--- config.mk ---
export PLATFORM = sky130hd
export DESIGN_NAME = cmp_timer_frame
export DESIGN_NICKNAME = d
export VERILOG_FILES = /design/src/rtl/cmp_timer_pkg.sv /design/src/rtl/cmp_rst_sync.sv /design/src/rtl/cmp_access_gate.sv /design/src/rtl/cmp_regfile.sv /design/src/rtl/cmp_condition.sv /design/src/rtl/cmp_timer_frame.sv
export SDC_FILE = /design/constraint.sdc
export NUM_CORES = 1
export LEC_CHECK = 0
export ABC_AREA = 1
export BUFFER_PORTS_ARGS = -buffer_cell sky130_fd_sc_hd__buf_2
export CAP_MARGIN = 25
export CORE_MARGIN = 5
export CORE_UTILIZATION = 55
export CTS_CLUSTER_SIZE = 14
export DETAILED_ROUTE_END_ITERATION = 6
export PLACE_DENSITY = 0.86
export SYNTH_ARGS = -nofsm -noshare
export SYNTH_HDL_FRONTEND = slang
export SYNTH_SLANG_ARGS = --single-unit
--- constraint.sdc ---
create_clock -name clk -period 3.59 [get_ports clk]
set_input_delay 0.5385 -clock clk [delete_from_list [all_inputs] [get_ports clk]]
set_output_delay 0.5385 -clock clk [all_outputs]
set_load 0.005 [all_outputs]
--- src/rtl/cmp_timer_pkg.sv ---
package cmp_timer_pkg;
  localparam int unsigned CNT_W   = 64;
  localparam int unsigned BUS_W   = 32;
  localparam int unsigned ADDR_W  = 12;
  localparam int unsigned CV_WORDS = CNT_W / BUS_W;
  localparam int unsigned WORD_BYTES = BUS_W / 8;

  localparam logic [ADDR_W-1:0] OFF_CVAL = 12'h020;
  localparam logic [ADDR_W-1:0] OFF_CTRL = 12'h02C;

  localparam int unsigned CTL_EN   = 0;
  localparam int unsigned CTL_MASK = 1;
  localparam int unsigned CTL_STAT = 2;

  typedef enum logic {
    VIEW_PRIV = 1'b0,
    VIEW_LOW  = 1'b1
  } view_e;

  typedef struct packed {
    logic mask;
    logic en;
  } ctrl_t;
endpackage

--- src/rtl/cmp_rst_sync.sv ---
module cmp_rst_sync #(
  parameter int unsigned STAGES = 2
) (
  input  logic clk,
  input  logic rst_n,
  output logic rst_sync_n
);
  logic [STAGES-1:0] sync_q;
  logic [STAGES-1:0] sync_d;

  always_comb begin
    sync_d = {sync_q[STAGES-2:0], 1'b1};
  end

  always_ff @(posedge clk or negedge rst_n) begin
    if (!rst_n) sync_q <= '0;
    else        sync_q <= sync_d;
  end

  assign rst_sync_n = sync_q[STAGES-1];
endmodule

--- src/rtl/cmp_access_gate.sv ---
module cmp_access_gate
  import cmp_timer_pkg::*;
(
  input  logic clk,
  input  logic rst_n,
  input  logic view_sel_i,
  input  logic perm_phys_i,
  input  logic perm_low_i,
  output logic acc_ok_o
);
  logic priv_ok;
  logic low_ok;

  always_comb begin
    priv_ok = perm_phys_i;
    low_ok  = priv_ok & perm_low_i;
    acc_ok_o = (view_e'(view_sel_i) == VIEW_LOW) ? low_ok : priv_ok;
  end


  low_needs_both_chk: assert property (@(posedge clk) disable iff (!rst_n)
    (view_sel_i && acc_ok_o) |-> (perm_phys_i && perm_low_i));


  priv_needs_perm_chk: assert property (@(posedge clk) disable iff (!rst_n)
    (!view_sel_i && !perm_phys_i) |-> !acc_ok_o);
endmodule

--- src/rtl/cmp_regfile.sv ---
module cmp_regfile
  import cmp_timer_pkg::*;
(
  input  logic              clk,
  input  logic              rst_n,
  input  logic              wr_en_i,
  input  logic              rd_en_i,
  input  logic [ADDR_W-1:0] addr_i,
  input  logic [BUS_W-1:0]  wdata_i,
  input  logic              acc_ok_i,
  input  logic              status_i,
  output logic [CNT_W-1:0]  cval_o,
  output ctrl_t             ctrl_o,
  output logic [BUS_W-1:0]  rdata_o
);
  logic [CNT_W-1:0]    cval_q;
  logic [CNT_W-1:0]    cval_d;
  logic [CV_WORDS-1:0] cv_hit;
  logic                ctrl_hit;
  ctrl_t               ctrl_q;
  ctrl_t               ctrl_d;
  logic                wr_ok;

  assign wr_ok = wr_en_i & acc_ok_i;

  genvar gi;
  generate
    for (gi = 0; gi < CV_WORDS; gi++) begin : g_cv_word
      assign cv_hit[gi] = (addr_i == OFF_CVAL + ADDR_W'(gi * WORD_BYTES));

      always_comb begin
        if (wr_ok && cv_hit[gi]) cval_d[gi*BUS_W +: BUS_W] = wdata_i;
        else                     cval_d[gi*BUS_W +: BUS_W] = cval_q[gi*BUS_W +: BUS_W];
      end
    end
  endgenerate

  assign ctrl_hit = (addr_i == OFF_CTRL);

  always_comb begin
    ctrl_d = ctrl_q;
    if (wr_ok && ctrl_hit) begin
      ctrl_d.en   = wdata_i[CTL_EN];
      ctrl_d.mask = wdata_i[CTL_MASK];
    end
  end

  always_ff @(posedge clk) begin
    cval_q <= cval_d;
  end

  always_ff @(posedge clk or negedge rst_n) begin
    if (!rst_n) ctrl_q <= '0;
    else        ctrl_q <= ctrl_d;
  end

  always_comb begin
    rdata_o = '0;
    if (rd_en_i && acc_ok_i) begin
      for (int i = 0; i < CV_WORDS; i++) begin
        if (cv_hit[i]) rdata_o = cval_q[i*BUS_W +: BUS_W];
      end
      if (ctrl_hit) begin
        rdata_o[CTL_EN]   = ctrl_q.en;
        rdata_o[CTL_MASK] = ctrl_q.mask;
        rdata_o[CTL_STAT] = status_i;
      end
    end
  end

  assign cval_o = cval_q;
  assign ctrl_o = ctrl_q;


  blocked_ctrl_keep_chk: assert property (@(posedge clk) disable iff (!rst_n)
    (wr_en_i && !acc_ok_i) |=> $stable(ctrl_q));


  low_half_only_chk: assert property (@(posedge clk) disable iff (!rst_n)
    (wr_ok && cv_hit[0]) |=> (cval_q[CNT_W-1:BUS_W] === $past(cval_q[CNT_W-1:BUS_W])));


  high_half_only_chk: assert property (@(posedge clk) disable iff (!rst_n)
    (wr_ok && cv_hit[CV_WORDS-1]) |=> (cval_q[BUS_W-1:0] === $past(cval_q[BUS_W-1:0])));
endmodule

--- src/rtl/cmp_condition.sv ---
module cmp_condition
  import cmp_timer_pkg::*;
(
  input  logic             clk,
  input  logic             rst_n,
  input  logic [CNT_W-1:0] count_i,
  input  logic [CNT_W-1:0] cval_i,
  input  logic             en_i,
  output logic             status_o
);
  logic [CNT_W-1:0] diff;
  logic             cond;
  logic             status_q;

  always_comb begin
    diff = count_i - cval_i;
    cond = en_i & ~diff[CNT_W-1];
  end

  always_ff @(posedge clk or negedge rst_n) begin
    if (!rst_n) status_q <= 1'b0;
    else        status_q <= cond;
  end

  assign status_o = status_q;


  off_clears_chk: assert property (@(posedge clk) disable iff (!rst_n)
    !en_i |=> !status_q);


  equal_fires_chk: assert property (@(posedge clk) disable iff (!rst_n)
    (en_i && count_i == cval_i) |=> status_q);
endmodule

--- src/rtl/cmp_timer_frame.sv ---
module cmp_timer_frame
  import cmp_timer_pkg::*;
(
  input  logic              clk,
  input  logic              rst_n,
  input  logic [CNT_W-1:0]  count_i,
  input  logic              view_sel_i,
  input  logic              wr_en_i,
  input  logic              rd_en_i,
  input  logic [ADDR_W-1:0] addr_i,
  input  logic [BUS_W-1:0]  wdata_i,
  output logic [BUS_W-1:0]  rdata_o,
  input  logic              perm_phys_i,
  input  logic              perm_low_i,
  output logic              irq_o
);
  logic             rst_sync_n;
  logic             acc_ok;
  logic [CNT_W-1:0] cval;
  ctrl_t            ctrl;
  logic             status;

  cmp_rst_sync #(.STAGES(2)) u_rst (
    .clk        (clk),
    .rst_n      (rst_n),
    .rst_sync_n (rst_sync_n)
  );

  cmp_access_gate u_gate (
    .clk         (clk),
    .rst_n       (rst_sync_n),
    .view_sel_i  (view_sel_i),
    .perm_phys_i (perm_phys_i),
    .perm_low_i  (perm_low_i),
    .acc_ok_o    (acc_ok)
  );

  cmp_regfile u_regs (
    .clk      (clk),
    .rst_n    (rst_sync_n),
    .wr_en_i  (wr_en_i),
    .rd_en_i  (rd_en_i),
    .addr_i   (addr_i),
    .wdata_i  (wdata_i),
    .acc_ok_i (acc_ok),
    .status_i (status),
    .cval_o   (cval),
    .ctrl_o   (ctrl),
    .rdata_o  (rdata_o)
  );

  cmp_condition u_cond (
    .clk      (clk),
    .rst_n    (rst_sync_n),
    .count_i  (count_i),
    .cval_i   (cval),
    .en_i     (ctrl.en),
    .status_o (status)
  );

  assign irq_o = ctrl.en & status & ~ctrl.mask;


  refused_read_zero_chk: assert property (@(posedge clk) disable iff (!rst_sync_n)
    (rd_en_i && !acc_ok) |-> (rdata_o == '0));


  mask_silences_chk: assert property (@(posedge clk) disable iff (!rst_sync_n)
    $rose(irq_o) |-> (status && !ctrl.mask));
endmodule

**After elaboration in Yosys (flattened, before gate mapping)**

Cells that the tools add are included.

- Flip-flop bits (word level): 69
- Bits of input ports: 115
- Output and inout port bits: 33
- Logic and storage cells: 26

- Add/sub/neg operators: 1
- Eq/ne operators: 3
- Muxes and demuxes: 5
- Bitwise gates (word level): 7
- Reductions and logical operators: 4

Operators by type and width:

| cell | count |
|---|---|
| two-way mux 32 bit | 3 |
| subtractor 64 bit | 1 |
| equality test 12 x 6 -> 1 bit (second input constant) | 3 |
| AND 1 bit | 5 |
| logical AND 1 bit | 4 |
| two-way mux 3 bit | 1 |
| inverter 1 bit | 2 |
| two-way mux 1 bit | 1 |

**Longest topological paths before layout**

Gate-level depths: netlist (run 1).

- Word-level depth: 5
- Mapped depth: 16
- Depth with buffers taken out: 16

**By module**

From an unflattened synthesis (run 1), not the netlist that was laid out.

- Cells, all modules: 529
- Area total of the unflattened synthesis: 4735.8 µm²

By module, submodules not included:

| module | times used | cells an instance | area each (µm²) | sequential area each (µm²) |
|---|---|---|---|---|
| cmp_regfile | 1 | 227 | 2879.0 | 1971.9 |
| cmp_condition | 1 | 293 | 1776.7 | 25.0 |
| cmp_rst_sync | 1 | 3 | 53.8 | 50.0 |
| cmp_access_gate | 1 | 4 | 16.3 | 0.0 |
| cmp_timer_frame | 1 | 2 | 10.0 | 0.0 |

**Least setup slack after synthesis (run 1)**

Ideal clock, no wire load.

- Path kind: input to register
- Start: in addr_i[1]
- End: reg u_regs.cval_q[32] (netlist: u_regs.cval_o[32]), enable pin
- Library setup time: 421 ps
- Arrival time: 2730 ps
- Required time: 3169 ps
- Setup slack: 439 ps
- Cell stages on the path: 5
- Path buffers: 1
- Path through: or2_2 > nor3b_2 > buf_2 > nand2_1 > nor2_1

- Word-level cells in the longest chain between the ends: 2

Ends and longest elaborated chain:

| item | line | RTL |
|---|---|---|
| start, declared | cmp_timer_frame.sv:10 | `input logic [ADDR_W-1:0] addr_i,` |
| equality test 12 x 6 -> 1 bit | cmp_regfile.sv:29 | `assign cv_hit[gi] = (addr_i == OFF_CVAL + ADDR_W'(gi * WORD_BYTES));` |
| logical AND 1 bit | cmp_regfile.sv:32 | `if (wr_ok && cv_hit[gi]) cval_d[gi*BUS_W +: BUS_W] = wdata_i;` |
| end signal, assigned | cmp_regfile.sv:49 | `cval_q <= cval_d;` |
| end, declared | cmp_regfile.sv:16 | `logic [CNT_W-1:0] cval_q;` |

No other way between the ends.
A chain may end at the register's enable or synchronous reset.

**Final worst setup path (run 1)**

- Start: in addr_i[1]
- End: out rdata_o[22]

- Word-level cells in the longest chain between the ends: 4
- Elaborated cells between the ends (all ways): 5
- Classes of those cells: eq/ne (2); mux (3)

Ends and longest elaborated chain:

| item | line | RTL |
|---|---|---|
| equality test 12 x 6 -> 1 bit | cmp_regfile.sv:29 |  |
| two-way mux 32 bit | cmp_regfile.sv:61 | `if (cv_hit[i]) rdata_o = cval_q[i*BUS_W +: BUS_W];` |
| two-way mux 32 bit (*) | cmp_regfile.sv:61 |  |
| two-way mux 32 bit (*) | cmp_regfile.sv:59 | `if (rd_en_i && acc_ok_i) begin` |
| end, declared | cmp_timer_frame.sv:12 | `output logic [BUS_W-1:0] rdata_o,` |

Mark *: on every way between the ends. The rest lies on a longest branch, timed or not.

==> impl_metrics.toml, run 1 <==
[status]
status = "finished clean"

[detailed_routing]
routedWlPerCell_um = 15.3
ant_nets = 0
drc = 0
vias = 4008
routed_wl_um = 11700
first_iter_violations = 176
first_pass_iters = 5
vias_per_cell = 5.22

[clock_tree]
cts_max_level = 3
clock_path_buffers = 2
clk_pin_slew_ns = 0.07
cts-root-buf = "clkbuf_8"
post_cts_buffers = 0
ctsResizeCount = 0
ctsHoldBuffers = 1
cts_tree = "built"
numCtsBuffers = 9
insertion_delay_ns = 0.33
cts.sinks = 69

[timing]
hold_ws_ns = 0.0426
skew_ns = 0.00472
final.min_clock_period_ns = 2.78
setup_viol = 0
rsz0062_at_grt = "no"
hold_viol = 0
tightest_slew_ns = 0.598
fmax_mhz = 360
fin_crit_sh_pct = 77.4
drv_slew = 0
slew_headroom_pct = 60.0
tns_ns = 0

[global_routing]
grt_max_degree = 33
grt_pass1_wl_um = 18900
grt_pass1_vias = 4251
grt_overflow = 0
grtUsageTotal_pct = 23.9
antenna_found_initial = 0

[yosys]
syn-instance-count = 507
synth_fp_nets = 684
synth_top_cell_by_area = "edfxtp_1"
synthArstFlopShare_pct = 7.25
postSynthAreaPerCell_sq_um = 8.79
netlist_area_sq_um = 4460
yosys_warnings = 0
ys_seq_area_share_pct = 45.9
synth_most_common_cell = "nand2_1"
yosysTopAreaCellShare_pct = 43.1
synth_cell_types = 28
synth_top_cells_by_count = "nand2_1, inv_1, edfxtp_1, ha_1, a21oi_1"
synth_edf_count = 64
ys_ff_latch = 69
ys.flop_type = "edfxtp_1"
synth.area.top_cells = "edfxtp_1, ha_1, nand2_1"

[place]
dp.cells = 751
gp_congestion = 0.868
dp_hpwl_um = 9520
port_buffers = 147

[worst_setup_path]
rr_endpoint = "u_cond.status_o$_DFF_PN0_"
rrSetupSlack_ns = 1.74
reg2reg_depth = 12
arrival_ns = 2.24
endpoint_kind = "output port"
setup.worst_path.class = "in2out"
required_ns = 3.05
cp-start-kind = "input pin"
critPathMaxFanout = 30
reg2reg_from = "u_regs.cval_o[26]$_DFFE_PP_"

[die]
rows = 32
dieArea_sq_um = 10000
die_h_um = 100
ios = 148
die_w_um = 100
start_util_pct = 57.1
coreArea_sq_um = 7810

[finish]
antenna_cells = 0
drive_above_1_share_pct = 26.1
fin_nets = 838
fillerInstances = 593
fin_cells = 768
syn_to_final_growth_pct = 23.6

[power]
p_sw_w = 0.000377
p_seq_share_pct = 55.6
power.density_nw_per_um2 = 287
leakagePower_nw = 2.82
ir_drop_mv = 0.236
p_sw_share_pct = 23.8
internal-power_w = 0.00120
p_comb_share_pct = 11.0
p_total_w = 0.00158
p_clk_share_pct = 33.4

[hold_path]
hold_class = "reg2async"

[job]
drv_cap = 0
-- layer usage --
metal	global-route usage, %	wire [um]
met1	27.2	4440
met2	42.9	6070
met3	5.49	906
met4	10.5	304
met5	0	0
-- area by class of cell --
type | instances | area, sq um | share of cell area [%]
clock buffer | 10 | 128 | 2.32
clock inverter | 6 | 30.0 | 0.545
inverter | 96 | 360 | 6.54
multi-input combinational | 330 | 2020 | 36.6
sequential | 69 | 2050 | 37.2
tap | 102 | 128 | 2.32
timing repair buffer | 155 | 798 | 14.5
-- state kept, by name, indices dropped and copies added (netlist names) --
signal / count
u_regs.cval_o: 64
u_rst.sync_q: 2
u_cond.status_o: 1
u_regs.ctrl_o: 2
-- placed cells by master (no fill, tap or decap), drive strengths merged --
cell type / n
a21oi: 53
or2: 2
inv: 96
a21o: 1
dlygate4sd3: 1
xnor2: 1
o21ai: 13
nor4: 1
nand2: 122
clkinvlp: 1
clkinv: 5
nand3: 33
and2: 1
nand3b: 1
o21a: 3
nor3: 3
o21bai: 2
clkbuf: 10
edfxtp: 64
nor2: 23
nor3b: 1
buf: 154
o211ai: 1
ha: 62
nand4: 6
dfrtp: 5
conb: 1
-- worst max-delay path: stages --
cell	delay, ns
buf_2	0.09
or2_2	0.33
nor3_1	0.23
nand2_2	0.15
inv_2	0.42
nand2_1	0.10
a21oi_1	0.22
buf_2	0.15
-- stage by stage --
stage / util (%) / area (sq um) / worst slack (ns)
finish: 70.5 / 5510 / 0.810
global route: 70.5 / 5510 / 0.625
CTS: 70.5 / 5510 / 0.837
detailed placement: 68.4 / 5340 / 0.739
global placement: 68.4 / 5340 / 0.864
floorplan: - / 4460 / 0.439
-- logic make-up after synthesis --
family	Yosys count	share of synthesized area [%]
compound gates	73	8.59
fa+ha+maj	62	17.4
xor+xnor	1	0.197
other cells	1	0.0841
buf+inv	108	9.29
simple gates	193	18.5
flops	69	45.9
-- worst max path at each step --
| stage | from | to | slack (ns) |
|---|---|---|---|
| global route | addr_i[1] | rdata_o[23] | 0.62 |
| global placement | addr_i[7] | u_regs.cval_o[47]$_DFFE_PP_ | 0.86 |
| CTS | addr_i[7] | rdata_o[1] | 0.84 |
| detailed placement | addr_i[7] | u_regs.cval_o[50]$_DFFE_PP_ | 0.74 |
| finish | addr_i[1] | rdata_o[22] | 0.81 |
| floorplan | addr_i[1] | u_regs.cval_o[32]$_DFFE_PP_ | 0.44 |
-- power groups by stage --
stage | Clock (W) | Combinational [W] | Sequential (W)
floorplan | 0 | 0.0000727 | 0.000897
global placement | 0 | 0.000162 | 0.000897
detailed placement | 0 | 0.000172 | 0.000897
CTS | 0.000529 | 0.000175 | 0.000879
global route | 0.000565 | 0.000199 | 0.000879
finish | 0.000528 | 0.000174 | 0.000879
(Power assumes the default switching activity.)
==> run 2: changes to the inputs <==
Settings changed: CORE_UTILIZATION 55 to 46, PLACE_DENSITY 0.86 to 0.77.
Clock period 3.59 ns to 2.35 ns, I/O delays scaled along.
==> impl_metrics.toml, run 2 (same netlist as run 1, synthesis figures left out) <==
[finish]
fin_cells = 805
syn_to_final_growth_pct = 27.8
final_cell_mix = "buf_2, nand2_1, inv_1"
layout_commonest_cell = "buf_2"
fin_nets = 844
drive_above_1_share_pct = 27.2
largest_reg_flops = 64
antenna_cells = 0

[worst_setup_path]
reg2reg_depth = 13
endpoint_kind = "output port"
rrSetupSlack_ns = 0.55
rr_endpoint = "u_cond.status_o$_DFF_PN0_"
required_ns = 2.00
critPathMaxFanout = 16
cp-start-kind = "input pin"
reg2reg_from = "u_regs.cval_o[60]$_DFFE_PP_"
arrival_ns = 1.88
setup.worst_path.class = "in2out"

[die]
rows = 36
ios = 148
dieArea_sq_um = 11800
die_h_um = 108
start_util_pct = 46.5
die_w_um = 108
coreArea_sq_um = 9590

[clock_tree]
cts.sinks = 69
ctsResizeCount = 0
post_cts_buffers = 0
cts_max_level = 3
cts-root-buf = "clkbuf_8"
cts_tree = "built"
clock_path_buffers = 2
ctsHoldBuffers = 1
clk_pin_slew_ns = 0.07
insertion_delay_ns = 0.35
numCtsBuffers = 9

[timing]
fmax_mhz = 448
tns_ns = 0
hold_viol = 0
hold_ws_ns = 0.0451
setup_viol = 0
skew_ns = 0.0130
final.min_clock_period_ns = 2.23
fin_crit_sh_pct = 95.0
drv_slew = 0
rsz0062_at_grt = "no"

[detailed_routing]
vias_per_cell = 4.89
first_iter_violations = 166
vias = 3939
drc = 0
ant_nets = 0
routed_wl_um = 11200
first_pass_iters = 4
routedWlPerCell_um = 13.9

[global_routing]
grt_max_degree = 18
antenna_found_initial = 0
grtUsageTotal_pct = 19.5
grt_pass1_wl_um = 17900
grt_pass1_vias = 4059
grt_overflow = 0

[job]
drv_cap = 0

[status]
status = "finished clean"

[power]
power.density_nw_per_um2 = 470
p_sw_share_pct = 22.5
leakagePower_nw = 2.88
p_clk_share_pct = 39.9
p_sw_w = 0.000602
p_comb_share_pct = 9.9
ir_drop_mv = 0.316
internal-power_w = 0.00207
p_total_w = 0.00267
p_seq_share_pct = 50.2

[place]
gp_congestion = 0.804
dp.cells = 788
dp_hpwl_um = 9400
port_buffers = 147

[hold_path]
hold_class = "reg2async"
-- run 2: cell types whose count changed in the layout (fill, tap and decap cells not counted), sizes merged --
| cell | change |
|---|---|
| bufinv | +2 |
| clkbuf | -1 |
| clkinv | -2 |
| buf | +6 |
| inv | +1 |
-- run 2: area by class of cell --
cell class              instances  area, sq um
clock buffers                   9          124
clock inverters                 7         98.8
fillers                       847         3900
inverters                      96          360
multi-input cells             330         2020
flip-flops and latches         69         2050
well taps                     133          166
repair buffers                161          881
-- run 2: critical path: stages --
cell,delay (ns)
buf_2,0.10
or2_1,0.25
nor4_4,0.39
nand2_2,0.10
inv_2,0.10
buf_4,0.21
nand2_1,0.07
a21oi_1,0.15
buf_2,0.14
-- run 2: stage by stage --
| stage | utilization [%] | setup WS, ns | instance area (sq um) |
|---|---|---|---|
| finish | 59.4 | 0.117 | 5690 |
| global placement | 56.9 | 0.220 | 5460 |
| CTS | 59.4 | 0.124 | 5690 |
| floorplan | - | 0.0425 | 4470 |
| global route | 59.4 | 0.00614 | 5690 |
| detailed placement | 56.9 | 0.124 | 5460 |
-- run 2: worst max path at each step --
| stage | start | end | slack [ns] | depth (start not counted) |
|---|---|---|---|---|
| 6_report | addr_i[7] | rdata_o[16] | 0.12 | 9 |
| 5_1_grt | addr_i[7] | rdata_o[25] | 0.006 | 9 |
| 4_1_cts | addr_i[7] | rdata_o[16] | 0.12 | 9 |
| 3_5_place_dp | addr_i[7] | rdata_o[16] | 0.12 | 9 |
| 3_3_place_gp | addr_i[7] | rdata_o[19] | 0.22 | 7 |
| 2_1_floorplan | addr_i[7] | u_regs.cval_o[0]$_DFFE_PP_ | 0.04 | 4 |
-- run 2: power by group through the flow --
stage          logic (W)  clock network (W)  registers, W
2_1_floorplan   0.000112                  0       0.00137
3_3_place_gp    0.000249                  0       0.00137
3_5_place_dp    0.000263                  0       0.00137
4_1_cts         0.000265            0.00108       0.00134
5_1_grt         0.000302            0.00114       0.00134
6_report        0.000264            0.00107       0.00134
-- run 2: layer usage --
layer / track usage (%) / vias to the layer above / share of wire (%)
met4: 6.13 / 0 / 2.1
li1: - / 1992 / -
met1: 22.6 / 1788 / 40
met5: 0 / - / 0
met2: 35.4 / 133 / 51
met3: 4.66 / 26 / 6.8
==> run 3: changes to the inputs <==
Settings changed: BUFFER_PORTS_ARGS -buffer_cell sky130_fd_sc_hd__buf_2 to -buffer_cell sky130_fd_sc_hd__buf_4.
==> impl_metrics.toml, run 3 (same netlist as run 1, synthesis figures left out) <==
[die]
coreArea_sq_um = 9590
die_h_um = 108
dieArea_sq_um = 11800
die_w_um = 108
ios = 148
rows = 36
start_util_pct = 46.5

[clock_tree]
post_cts_buffers = 0
clk_pin_slew_ns = 0.07
cts.sinks = 69
cts_tree = "built"
numCtsBuffers = 9
ctsResizeCount = 0
insertion_delay_ns = 0.35
cts_max_level = 3
clock_path_buffers = 2
cts-root-buf = "clkbuf_8"

[place]
gp_congestion = 0.825
dp_hpwl_um = 9700
port_buffers = 147

[detailed_routing]
routed_wl_um = 11800
routedWlPerCell_um = 14.6
first_pass_iters = 5
first_iter_violations = 208
drc = 0
vias_per_cell = 4.94
vias = 3979
ant_nets = 0

[finish]
drive_above_1_share_pct = 27.2
antenna_cells = 0
layout_commonest_cell = "buf_4"
fin_nets = 844
syn_to_final_growth_pct = 36.6
largest_reg_flops = 64
final_cell_mix = "buf_4, nand2_1, inv_1"
fillerInstances = 774

[global_routing]
grt_max_degree = 20
grt_pass1_wl_um = 18400
grtUsageTotal_pct = 20.3
antenna_found_initial = 0
grt_overflow = 0
grt_pass1_vias = 4177

[worst_setup_path]
slowest_delay_ns = 0.37
critPathMaxFanout = 17
path_common_cell = "buf_4"
endpoint_kind = "output port"
crit_chain = "buf_4 -> or2_1 -> nor4_4 -> buf_4 -> nand3_1 -> a21oi_1 -> buf_4"
cp-start-kind = "input pin"
required_ns = 2.00
setup.worst_path.class = "in2out"
critPathSlowestCell = "nor4_4"
arrival_ns = 1.89

[timing]
final.min_clock_period_ns = 2.24
fmax_mhz = 447
drv_slew = 0
rsz0062_at_grt = "no"
hold_ws_ns = 0.0546
fin_crit_sh_pct = 95.3
tns_ns = 0
setup_viol = 0
skew_ns = 0.00649
hold_viol = 0

[power]
ir_drop_mv = 0.386
leakagePower_nw = 2.98
power.density_nw_per_um2 = 465

[job]
drv_cap = 0

[hold_path]
hold_class = "reg2async"

[status]
status = "finished clean"
==> run 3: stage by stage <==
stage / area, sq um / total power, W / setup slack, ns / std cells / util [%]
floorplan: 4470 / 0.00148 / 0.0425 / 507 / -
global placement: 5830 / 0.00167 / 0.161 / 788 / 60.8
detailed placement: 5830 / 0.00169 / 0.132 / 788 / 60.8
CTS: 6090 / 0.00286 / 0.123 / 805 / 63.4
global route: 6090 / 0.00294 / 0.0646 / 805 / 63.4
finish: 6090 / 0.00283 / 0.110 / 805 / 63.4
==> run 3: layer usage <==
layer  global-route usage (%)  wire length, um
met1                     22.9             4540
met2                     36.7             6050
met3                     4.78              944
met4                     8.03              236
met5                        0                0
==> run 3: critical path: cells and delay by family <==
kind | cells | cell delay (ns)
compound gates | 1 | 0.25
buf+inv | 3 | 0.57
simple gates | 3 | 0.71
==> run 3: final timing paths <==
check / startpoint / to / slack (ns) / cells after the start
min in group clk: wdata_i[29] / u_regs.cval_o[61]$_DFFE_PP_ / 0.19 / 1
setup / recovery: addr_i[7] / rdata_o[19] / 0.11 / 7
setup reg to reg: u_regs.cval_o[60]$_DFFE_PP_ / u_cond.status_o$_DFF_PN0_ / 0.56 / 13
max in group asynchronous: rst_n / u_rst.sync_q[1]$_DFF_PN0_ / 1.93 / 2
hold / removal: u_rst.sync_q[1]$_DFF_PN0_ / u_regs.ctrl_o[0]$_DFFE_PN0P_ / 0.05 / 0
hold reg to reg: u_rst.sync_q[1]$_DFF_PN0_ / u_regs.ctrl_o[0]$_DFFE_PN0P_ / 0.05 / 0
==> run 3: final cells by class <==
| cell class | count | area [sq um] | share of cell area, % |
|---|---|---|---|
| clock buffers | 9 | 124 | 2.04 |
| clock inverters | 7 | 123 | 2.01 |
| inverters | 96 | 360 | 5.92 |
| multi-input cells | 330 | 2020 | 33.1 |
| flip-flops and latches | 69 | 2050 | 33.6 |
| well taps | 133 | 166 | 2.73 |
| repair buffers | 161 | 1250 | 20.5 |
==> run 3: timing repair <==
item,in CTS,in global routing
endpoints found under the setup margin,0,0
hold endpoints to repair,2,0
hold buffers,1,0
==> run 3: power breakdown <==
group / internal, W / switching (W) / total, W
Combinational: 0.000181 / 0.000137 / 0.000318
Sequential: 0.00134 / 0.00000147 / 0.00134
Clock: 0.000710 / 0.000460 / 0.00117
Total: 0.00223 / 0.000599 / 0.00283
